==> config.mk <==
export PLATFORM = sky130hd
export DESIGN_NAME = pfc_framing_check
export DESIGN_NICKNAME = d
export VERILOG_FILES = /design/src/rtl/pfc_pkg.sv /design/src/rtl/pfc_state_table.sv /design/src/rtl/pfc_seq_engine.sv /design/src/rtl/pfc_sat_counter.sv /design/src/rtl/pfc_len_police.sv /design/src/rtl/pfc_framing_check.sv
export SDC_FILE = /design/constraint.sdc
export NUM_CORES = 2
export LEC_CHECK = 0
export BUFFER_PORTS_ARGS = -buffer_cell sky130_fd_sc_hd__buf_2
export CORE_MARGIN = 2
export CORE_UTILIZATION = 39
export CTS_CLUSTER_DIAMETER = 200
export DETAILED_ROUTE_END_ITERATION = 8
export SLEW_MARGIN = 15
export SYNTH_ARGS = -nofsm -noshare
export SYNTH_HDL_FRONTEND = slang
export SYNTH_SLANG_ARGS = --single-unit
==> constraint.sdc <==
create_clock -name clk -period 15.24 [get_ports clk]
set_clock_uncertainty 0.15 [all_clocks]
set_input_delay 3.048 -clock clk [delete_from_list [all_inputs] [get_ports clk]]
set_output_delay 3.048 -clock clk [all_outputs]
set_load 0.02 [all_outputs]
==> src/rtl/pfc_pkg.sv <==
package pfc_pkg;

    localparam int LEN_W   = 15;
    localparam int LEN_CAP = 16384;
    localparam int MIN_W   = 8;
    localparam int MAX_W   = 14;

    typedef logic [LEN_W-1:0] plen_t;

    typedef struct packed {
        logic  open;
        plen_t len;
    } port_state_t;

    typedef struct packed {
        logic  bad_sop;
        logic  bad_eop;
        logic  done;
        plen_t done_len;
    } seq_result_t;

    // Add with a ceiling so that a huge packet never wraps into a legal length
    function automatic plen_t len_add_sat(plen_t base, plen_t inc);
        logic [LEN_W:0] sum;
        sum = {1'b0, base} + {1'b0, inc};
        if (sum > (LEN_W+1)'(LEN_CAP)) begin
            return plen_t'(LEN_CAP);
        end
        return sum[LEN_W-1:0];
    endfunction

endpackage

==> src/rtl/pfc_state_table.sv <==
module pfc_state_table
    import pfc_pkg::*;
#(
    parameter int PORTS = 64,
    parameter int IDX_W = 6
) (
    input  logic             clk,
    input  logic             rst,
    input  logic [IDX_W-1:0] rd_idx,
    output port_state_t      rd_state,
    input  logic             wr_en,
    input  logic [IDX_W-1:0] wr_idx,
    input  port_state_t      wr_state
);

    port_state_t entry [PORTS];

    for (genvar i = 0; i < PORTS; i++) begin : g_entry
        always_ff @(posedge clk) begin
            if (rst) begin
                entry[i] <= '0;
            end else if (wr_en && (wr_idx == IDX_W'(i))) begin
                entry[i] <= wr_state;
            end
        end
    end

    always_comb begin
        rd_state = '0;
        if (int'(rd_idx) < PORTS) begin
            rd_state = entry[rd_idx];
        end
    end

endmodule

==> src/rtl/pfc_seq_engine.sv <==
module pfc_seq_engine
    import pfc_pkg::*;
#(
    parameter int BYTE_W = 3
) (
    input  logic              valid,
    input  logic              sop,
    input  logic              eop,
    input  logic [BYTE_W-1:0] bytes,
    input  port_state_t       cur,
    output port_state_t       nxt,
    output logic              wr_en,
    output seq_result_t       res
);

    plen_t inc;
    plen_t fresh;
    plen_t grown;

    assign inc   = plen_t'(bytes);
    assign fresh = len_add_sat('0, inc);
    assign grown = len_add_sat(cur.len, inc);

    always_comb begin
        nxt   = cur;
        wr_en = 1'b0;
        res   = '0;
        if (valid) begin
            wr_en = 1'b1;
            if (sop) begin
                // a stale open packet is dropped unchecked
                res.bad_sop = cur.open;
                if (eop) begin
                    res.done     = 1'b1;
                    res.done_len = fresh;
                    nxt.open     = 1'b0;
                    nxt.len      = '0;
                end else begin
                    nxt.open = 1'b1;
                    nxt.len  = fresh;
                end
            end else if (eop) begin
                if (cur.open) begin
                    res.done     = 1'b1;
                    res.done_len = grown;
                    nxt.open     = 1'b0;
                    nxt.len      = '0;
                end else begin
                    res.bad_eop = 1'b1;
                end
            end else if (cur.open) begin
                nxt.len = grown;
            end
        end
    end

endmodule

==> src/rtl/pfc_sat_counter.sv <==
module pfc_sat_counter #(
    parameter int W = 32
) (
    input  logic         clk,
    input  logic         rst,
    input  logic         inc,
    output logic [W-1:0] count
);

    always_ff @(posedge clk) begin
        if (rst) begin
            count <= '0;
        end else if (inc && !(&count)) begin
            count <= count + W'(1);
        end
    end

endmodule

==> src/rtl/pfc_len_police.sv <==
module pfc_len_police
    import pfc_pkg::*;
#(
    parameter int CNT_W = 32
) (
    input  logic             clk,
    input  logic             rst,
    input  logic             done,
    input  plen_t            len,
    input  logic [MIN_W-1:0] min_len,
    input  logic [MAX_W-1:0] max_len,
    input  logic             short_en,
    input  logic             long_en,
    output logic [CNT_W-1:0] short_count,
    output logic [CNT_W-1:0] long_count
);

    localparam int NCNT = 2;

    logic [NCNT-1:0]  hit;
    logic [NCNT-1:0]  en;
    logic [CNT_W-1:0] cnt [NCNT];

    assign hit[0] = done && (len < plen_t'(min_len));
    assign hit[1] = done && (len > plen_t'(max_len));
    assign en[0]  = short_en;
    assign en[1]  = long_en;

    for (genvar k = 0; k < NCNT; k++) begin : g_cnt
        pfc_sat_counter #(.W(CNT_W)) u_cnt (
            .clk   (clk),
            .rst   (rst),
            .inc   (hit[k] && en[k]),
            .count (cnt[k])
        );
    end

    assign short_count = cnt[0];
    assign long_count  = cnt[1];

endmodule

==> src/rtl/pfc_framing_check.sv <==
module pfc_framing_check
    import pfc_pkg::*;
#(
    parameter int  PORTS  = 64,
    parameter int  BYTE_W = 3,
    parameter int  CNT_W  = 32,
    localparam int IDX_W  = (PORTS > 1) ? $clog2(PORTS) : 1
) (
    input  logic              clk,
    input  logic              rst,
    input  logic              xfer_valid,
    input  logic [IDX_W-1:0]  xfer_port,
    input  logic              xfer_sop,
    input  logic              xfer_eop,
    input  logic [BYTE_W-1:0] xfer_bytes,
    input  logic [MIN_W-1:0]  cfg_min_len,
    input  logic [MAX_W-1:0]  cfg_max_len,
    input  logic              cfg_short_en,
    input  logic              cfg_long_en,
    output logic              evt_bad_sop,
    output logic              evt_bad_eop,
    output logic [CNT_W-1:0]  short_count,
    output logic [CNT_W-1:0]  long_count
);

    port_state_t cur_state;
    port_state_t nxt_state;
    logic        st_wr;
    seq_result_t seq_res;

    pfc_state_table #(.PORTS(PORTS), .IDX_W(IDX_W)) u_table (
        .clk      (clk),
        .rst      (rst),
        .rd_idx   (xfer_port),
        .rd_state (cur_state),
        .wr_en    (st_wr),
        .wr_idx   (xfer_port),
        .wr_state (nxt_state)
    );

    pfc_seq_engine #(.BYTE_W(BYTE_W)) u_seq (
        .valid (xfer_valid),
        .sop   (xfer_sop),
        .eop   (xfer_eop),
        .bytes (xfer_bytes),
        .cur   (cur_state),
        .nxt   (nxt_state),
        .wr_en (st_wr),
        .res   (seq_res)
    );

    pfc_len_police #(.CNT_W(CNT_W)) u_police (
        .clk         (clk),
        .rst         (rst),
        .done        (seq_res.done),
        .len         (seq_res.done_len),
        .min_len     (cfg_min_len),
        .max_len     (cfg_max_len),
        .short_en    (cfg_short_en),
        .long_en     (cfg_long_en),
        .short_count (short_count),
        .long_count  (long_count)
    );

    always_ff @(posedge clk) begin
        if (rst) begin
            evt_bad_sop <= 1'b0;
            evt_bad_eop <= 1'b0;
        end else begin
            evt_bad_sop <= seq_res.bad_sop;
            evt_bad_eop <= seq_res.bad_eop;
        end
    end

endmodule

=== After elaboration in Yosys (flattened, before gate mapping) ===
Memories as Yosys holds them, arrays and structs flattened.
Cells that the tools add are included.

* Bits in latches: 0
* Bits in read-only memories: 0
* Output and inout port bits: 66
* Word-level logic and storage cells: 497
* Flip-flop bits (word level): 66
* Memory bits (writable): 1024
* Memories kept: 1

* $add $sub $neg: 3
* Shifts and indexed selects: 0
* $lt $le $gt $ge: 4
* Bitwise operators: 67
* Multipliers: 0
* Reductions and logical operators: 77
* Div/mod/pow operators: 0
* Mux-type cells: 278
* Equality and inequality tests: 63

{| class="wikitable"
|+ Memory list
! memory !! depth !! width !! read ports !! clocked after Yosys merged registers in !! wr ports !! RTL line !! RTL
|-
| u_table.entry || 64 || 16 || 1 || 0 || 64 || pfc_state_table.sv:16 || <nowiki>port_state_t entry [PORTS];</nowiki>
|}

{| class="wikitable"
|+ Operator list
! cell !! number
|-
| 16-bit 2-to-1 mux || 71
|-
| 1-bit 2-to-1 mux || 199
|-
| 6-bit equality test (second input constant) || 32
|-
| 15-bit 2-to-1 mux || 7
|-
| 6-bit by 5-bit equality test with 1-bit output (second input constant) || 16
|-
| 1-bit logical AND || 70
|-
| 32-bit by 1-bit adder with 32-bit output (second input constant) || 2
|-
| 1-bit OR || 64
|-
| 32-bit AND reduction || 2
|-
| 6-bit by 4-bit equality test with 1-bit output (second input constant) || 8
|-
| 6-bit by 3-bit equality test with 1-bit output (second input constant) || 4
|-
| 17-bit 2-to-1 mux || 1
|-
| 15-bit by 3-bit adder with 16-bit output || 1
|-
| 16-bit by 15-bit greater-than comparator with 1-bit output (second input constant) || 1
|-
| 15-bit by 14-bit greater-than comparator with 1-bit output || 1
|-
| 3-bit by 15-bit greater-than comparator with 1-bit output (second input constant) || 1
|-
| 15-bit by 8-bit less-than comparator with 1-bit output || 1
|-
| 6-bit by 2-bit equality test with 1-bit output (second input constant) || 2
|-
| 6-bit by 1-bit equality test with 1-bit output (second input constant) || 1
|-
| 6-bit zero test || 1
|-
| 4-bit OR reduction || 1
|-
| 1-bit inverter || 3
|-
| 3-bit OR reduction || 1
|-
| 1-bit zero test || 2
|}

=== Longest topological paths before layout ===
An unclocked memory read counts as a cell.

* Depth in word-level cells: 13
* Gate-level depth with buffers: 36

=== By module ===
A second synthesis with hierarchy kept.

* Cells, all modules: 3662
* Area total of the unflattened synthesis: 52328.9 um^2

{| class="wikitable"
|+ By module, submodules not included
! module !! sequential area each (um^2) !! area each (um^2) !! cells an instance !! instances
|-
| pfc_state_table || 30749.5 || 47017.6 || 3003 || 1
|-
| pfc_sat_counter || 640.6 || 1721.7 || 191 || 2
|-
| pfc_seq_engine || 0.0 || 1238.7 || 195 || 1
|-
| pfc_len_police || 0.0 || 576.8 || 78 || 1
|-
| pfc_framing_check || 40.0 || 52.6 || 4 || 1
|}

=== Least setup slack after synthesis ===
Ideal clock, no wire load.

* Path type: input port to flip-flop
* From: input xfer_port[0]
* To: register u_police.g_cnt[1].u_cnt.count[1]
* Path slack: 3.605 ns
* Path buffers: 9
* Stages on the path: 33
* Data required time: 15.020 ns
* Arrival: 11.414 ns
* Path through: buf_6 -> buf_12 -> buf_12 -> buf_6 -> buf_4 -> buf_1 -> buf_1 -> mux4_2 -> mux4_2 -> mux4_2 -> ha_1 -> a21o_1 -> nand2_1 -> o32a_1 -> or4b_4 -> xnor2_4 -> o2111ai_4 -> a21o_1 -> or3_1 -> a21oi_1 -> ha_1 -> nor2b_1 -> o21ai_0 -> nand2b_1 -> a31oi_1 -> a21oi_1 -> o211a_1 -> a211oi_1 -> o211a_1 -> buf_2 -> clkbuf_1 -> o21ai_0 -> a21oi_1

* Cells in the longest elaborated chain, start to end: 13

{| class="wikitable"
|+ Ends and longest elaborated chain
! element !! RTL line !! RTL
|-
| start: declaration || pfc_framing_check.sv:12 || <nowiki>input logic [IDX_W-1:0] xfer_port,</nowiki>
|-
| memory read 64 x 16 bit * || - ||
|-
| 15-bit by 3-bit adder with 16-bit output || pfc_pkg.sv:25 || <nowiki>sum = {1'b0, base} + {1'b0, inc};</nowiki>
|-
| 16-bit by 15-bit greater-than comparator with 1-bit output || pfc_pkg.sv:26 || <nowiki>if (sum > (LEN_W+1)'(LEN_CAP)) begin</nowiki>
|-
| 1-bit 2-to-1 mux || pfc_pkg.sv:26 ||
|-
| 15-bit 2-to-1 mux || pfc_pkg.sv:29 || <nowiki>return sum[LEN_W-1:0];</nowiki>
|-
| 16-bit 2-to-1 mux * || pfc_seq_engine.sv:43 || <nowiki>if (cur.open) begin</nowiki>
|-
| 17-bit 2-to-1 mux * || pfc_seq_engine.sv:42 || <nowiki>end else if (eop) begin</nowiki>
|-
| 16-bit 2-to-1 mux * || pfc_seq_engine.sv:30 || <nowiki>if (sop) begin</nowiki>
|-
| 16-bit 2-to-1 mux * || pfc_seq_engine.sv:28 || <nowiki>if (valid) begin</nowiki>
|-
| 15-bit by 14-bit greater-than comparator with 1-bit output || pfc_len_police.sv:25 || <nowiki>assign hit[1] = done && (len > plen_t'(max_len));</nowiki>
|-
| 1-bit logical AND * || pfc_len_police.sv:25 ||
|-
| 1-bit logical AND * || pfc_len_police.sv:33 || <nowiki>.inc (hit[k] && en[k]),</nowiki>
|-
| 1-bit logical AND * || pfc_sat_counter.sv:13 || <nowiki>end else if (inc && !(&count)) begin</nowiki>
|-
| end signal: assignment || pfc_sat_counter.sv:14 || <nowiki>count <= count + W'(1);</nowiki>
|-
| end: declaration || pfc_sat_counter.sv:7 || <nowiki>output logic [W-1:0] count</nowiki>
|}

Every way passes the cells marked *; elsewhere a longest branch is shown, timed or not.
A chain may end at the register's enable or synchronous reset.

=== Worst setup path in the final report ===
* From: input xfer_port[0]
* To: register u_police.g_cnt[0].u_cnt.count[15]

* Cells in the longest elaborated chain, start to end: 13

{| class="wikitable"
|+ Ends and longest elaborated chain
! element !! RTL line !! RTL
|-
| memory read 64 x 16 bit * || - ||
|-
| 15-bit by 3-bit adder with 16-bit output || pfc_pkg.sv:25 ||
|-
| 16-bit by 15-bit greater-than comparator with 1-bit output || pfc_pkg.sv:26 ||
|-
| 1-bit 2-to-1 mux || pfc_pkg.sv:26 ||
|-
| 15-bit 2-to-1 mux || pfc_pkg.sv:29 ||
|-
| 16-bit 2-to-1 mux * || pfc_seq_engine.sv:43 ||
|-
| 17-bit 2-to-1 mux * || pfc_seq_engine.sv:42 ||
|-
| 16-bit 2-to-1 mux * || pfc_seq_engine.sv:30 ||
|-
| 16-bit 2-to-1 mux * || pfc_seq_engine.sv:28 ||
|-
| 15-bit by 8-bit less-than comparator with 1-bit output || pfc_len_police.sv:24 || <nowiki>assign hit[0] = done && (len < plen_t'(min_len));</nowiki>
|-
| 1-bit logical AND * || pfc_len_police.sv:24 ||
|-
| 1-bit logical AND * || pfc_len_police.sv:33 ||
|-
| 1-bit logical AND * || pfc_sat_counter.sv:13 ||
|-
| end signal: assignment || pfc_sat_counter.sv:14 ||
|-
| end: declaration || pfc_sat_counter.sv:7 ||
|}

Marks and branches as above.

==> summary.md <==
| Metric | Value |
|---|---|
| Cts bufs inserted | `approximately 110` |
| Final wirelength | `146.4 mm` |
| Num rows | `between 100 and 150` |
| CTS resizes | `0` |
| Largest net degree at the start of global routing | `just over 90` |
| Syn_area_per_cell | `around 13 µm²` |
| Clk Latency, worst-skew pair | `around 0.72 ns` |
| Residual DRC | `0` |
| First-pass GRT wire length | `around 210 mm` |
| # IOs | `about 100` |
| Top_reg_cell synth | `edfxtp_1` |
| DRT iter0 DRCs | `approximately 4600` |
| DP Area | `51540 µm²` |
| GPL Wtd Cong | `0.8750` |
| Finished Cell Area | `55190 µm²` |
| Seq/Total Area, Yosys | `0.6416` |
| Tmin final | `11.28 ns` |
| CTS Buffer Depth | `3` |
| Final setup fails | `0` |
| Synth unique cells | `87` |
| Worst-path clk slew | `about 0.060 ns` |
| GRT Util Overall | `0.2214` |
| Synthesized Nets | `3831` |
| # hold bufs at CTS | `0` |
| P&R area growth vs syn | `10.41%` |
| Register bit total from synthesis | `around 1100` |
| Ys Warns | `0` |
| Die height | `about 360 µm` |
| Area contributors post-synth | `edfxtp_1 (62%), mux4_2 (11%), nor2_1 (8.3%)` |
| Layout cells sized above 1 | `0.1681` |
| Die width | `362.0 µm` |
| Most frequent cells in the layout | `nor2_1 (1102), edfxtp_1 (1024), nand2_1 (248)` |
| Max-slew violations | `0` |
| Postcts setup bufs | `0` |
| Async SR Flop Fraction | `0` |
| Crit Path Class | `primary input to register` |
| Antenna violations before repair | `6` |
| Pre-antenna DRT Iters | `8` |
| Routed WL per cell | `26.75 µm` |
| Slowest stage cell, crit path | `buf_12` |
| Post-route ant nets | `0` |
| Worst VDD drop | `between 0.09 and 0.1 mV` |
| Final Cycle Share | `0.7399` |
| Avg Vias per Cell | `just under 6` |
| Worst-margin pin slew | `between 1 and 1.5 ns` |
| Die Area | `around 130000 µm²` |
| Vias in the first global route | `31060` |
| Pre-CTS setup slack | `3.327 ns` |
| Commonest non-fill, non-tap cell in the layout | `nor2_1` |
| Number of synthesized flops with an enable pin | `between 1000 and 1500` |
| Crit path max fanout | `90` |
| Post-Synthesis Cell Area | `49990 µm²` |
| Hold Path Class | `register to register` |
| Pwr per Cell Area | `123.3 nW/µm²` |
| Final #Nets | `3776` |
| Critical Path Start Type | `primary input` |
| Total core area | `~130000 µm²` |
| Total congestion overflow | `0` |
| Final worst setup slack | `3.964 ns` |
| Crit. End Element | `register` |
| Status | `finished, final reports clean` |
| Setup TNS | `0 ns` |
| Port Buf Inserts | `around 100` |
| Crit path largest cell delay | `~0.62 ns` |
| CTS H-tree depth | `3` |
| Headroom to the max-slew limit | `0.1912` |
| Root Driver | `clkbuf_16` |
| Worst path top cell family by delay | `compound AO/OA/AOI/OAI gates` |
| CP arrival | `around 12 ns` |
| Starting density of the core | `0.3925` |
| Critical path buffers and inverters | `2` |
| Synth area leader | `edfxtp_1` |
| F_max | `slightly below 90 MHz` |
| Post-DP HPWL | `90.12 mm` |
| Final Hold Viols | `0` |
| Data required, critical path | `between 15 and 20 ns` |
| Mapped Cells | `3771` |
| Max-cap violations | `0` |
| Share of the synthesized area in the top cell type | `0.6152` |
| Vias | `between 30000 and 40000` |
| Sink Count | `approximately 1100` |
| CTS tree | `built` |
| RSZ-0062 raised after global routing | `no` |
| Pleak | `about 19 nW` |
## stage by stage
step / std cells / total power (W) / utilization / hold WS, ns
after floorplan: 3771 / 0.003861 / - / 0.4071
after global placement: 5264 / 0.004103 / 0.4047 / 0.3200
after detailed placement: 5264 / 0.004108 / 0.4047 / 0.3340
after CTS: 5470 / 0.006828 / 0.4333 / 0.3425
after global routing: 5470 / 0.006984 / 0.4333 / 0.3742
final: 5471 / 0.006807 / 0.4333 / 0.3438
## flip-flops by register name, summed over array words and instances, names as in the netlist
register / count
u_table.entry: 1024
evt_bad_sop: 1
evt_bad_eop: 1
u_police.g_cnt.u_cnt.count: 64
## logic make-up after synthesis
family                     after synthesis  synth area share
adders and majority gates               24          0.006082
AOI/OAI and AO/OA                      302           0.04293
DFF                                   1090            0.6416
muxes                                  354            0.1338
xor gates and xnor gates                13          0.002653
and+or+nand+nor                       1633            0.1379
buffers and inverters                  355           0.03499
## synth_stat cells (all sizes together) (3+ instances only)
library cell	instances
a22o	4
nand2b	10
edfxtp	1024
nand3b	3
xnor2	9
o41ai	6
or2	8
o21bai	3
o211a	3
nor3b	5
a21o	9
nand4	26
a22oi	87
xor2	4
or3	7
inv	36
dfxtp	66
and2	10
nor4	25
o211ai	7
mux4	247
a211oi	7
or4	28
o311ai	4
o21ai	19
o22ai	3
nor2b	32
mux2	33
o31a	6
o31ai	26
nand2	249
a221oi	7
nor2	1107
ha	21
buf	131
and4	11
nand3	56
clkbuf	188
o22a	3
mux2i	74
and3	15
a21oi	84
nor3	35
o21a	7
## worst register-to-register path: stages, from the launching register on
cell and delay (ns):
edfxtp_1 0.40, mux4_2 0.48, mux4_2 0.58, mux4_2 0.56, ha_1 0.30, a21o_1 0.18
a21oi_1 0.50, a21oi_1 0.26, and2_1 0.31, nor4b_2 0.44, o2111ai_4 0.25, a21o_1 0.35
or3_1 0.34, a21oi_1 0.22, ha_1 0.30, nor2b_1 0.14, o21a_1 0.16, nor3_1 0.24
o31a_1 0.20, maj3_1 0.17, a211oi_1 0.06, o41a_4 0.60, nor4_1 0.37, mux2_2 0.38
## final timing paths
path                                           from                                 to  slack (ns)  cells past startpoint
setup / recovery                       xfer_port[0]  u_police.g_cnt[0].u_cnt.count[15]        3.96                     25
hold / removal    u_police.g_cnt[0].u_cnt.count[28]  u_police.g_cnt[0].u_cnt.count[28]        0.34                      2
setup reg to reg               u_table.entry[45][1]  u_police.g_cnt[0].u_cnt.count[15]        7.16                     23
hold reg to reg   u_police.g_cnt[0].u_cnt.count[28]  u_police.g_cnt[0].u_cnt.count[28]        0.34                      2
## final cells by class
class / instances / area, µm²
inverter: 36 / 135.1
tap: 1662 / 2079
clock buffer: 140 / 2972
clock inverter: 66 / 669.4
timing repair buffer: 150 / 913.4
fill: 11420 / 72170
antenna: 1 / 2.502
sequential: 1090 / 32070
multi-input combinational: 2326 / 16350
## metal layers
metal  global-route usage  wire, µm  up-vias
li1                     -         -    13760
met1               0.3158     60810    16470
met2               0.3384     66960     1542
met3              0.04252     13220      271
met4              0.07859      5334        8
met5                    0        46        -
## power by group
part / internal, W / total (W) / switching (W)
Clock: 0.00158 / 0.00275 / 0.00117
Sequential: 0.00337 / 0.00340 / 0.0000293
Combinational: 0.000174 / 0.000656 / 0.000482
No activity file was read; power rests on OpenSTA's default activity.
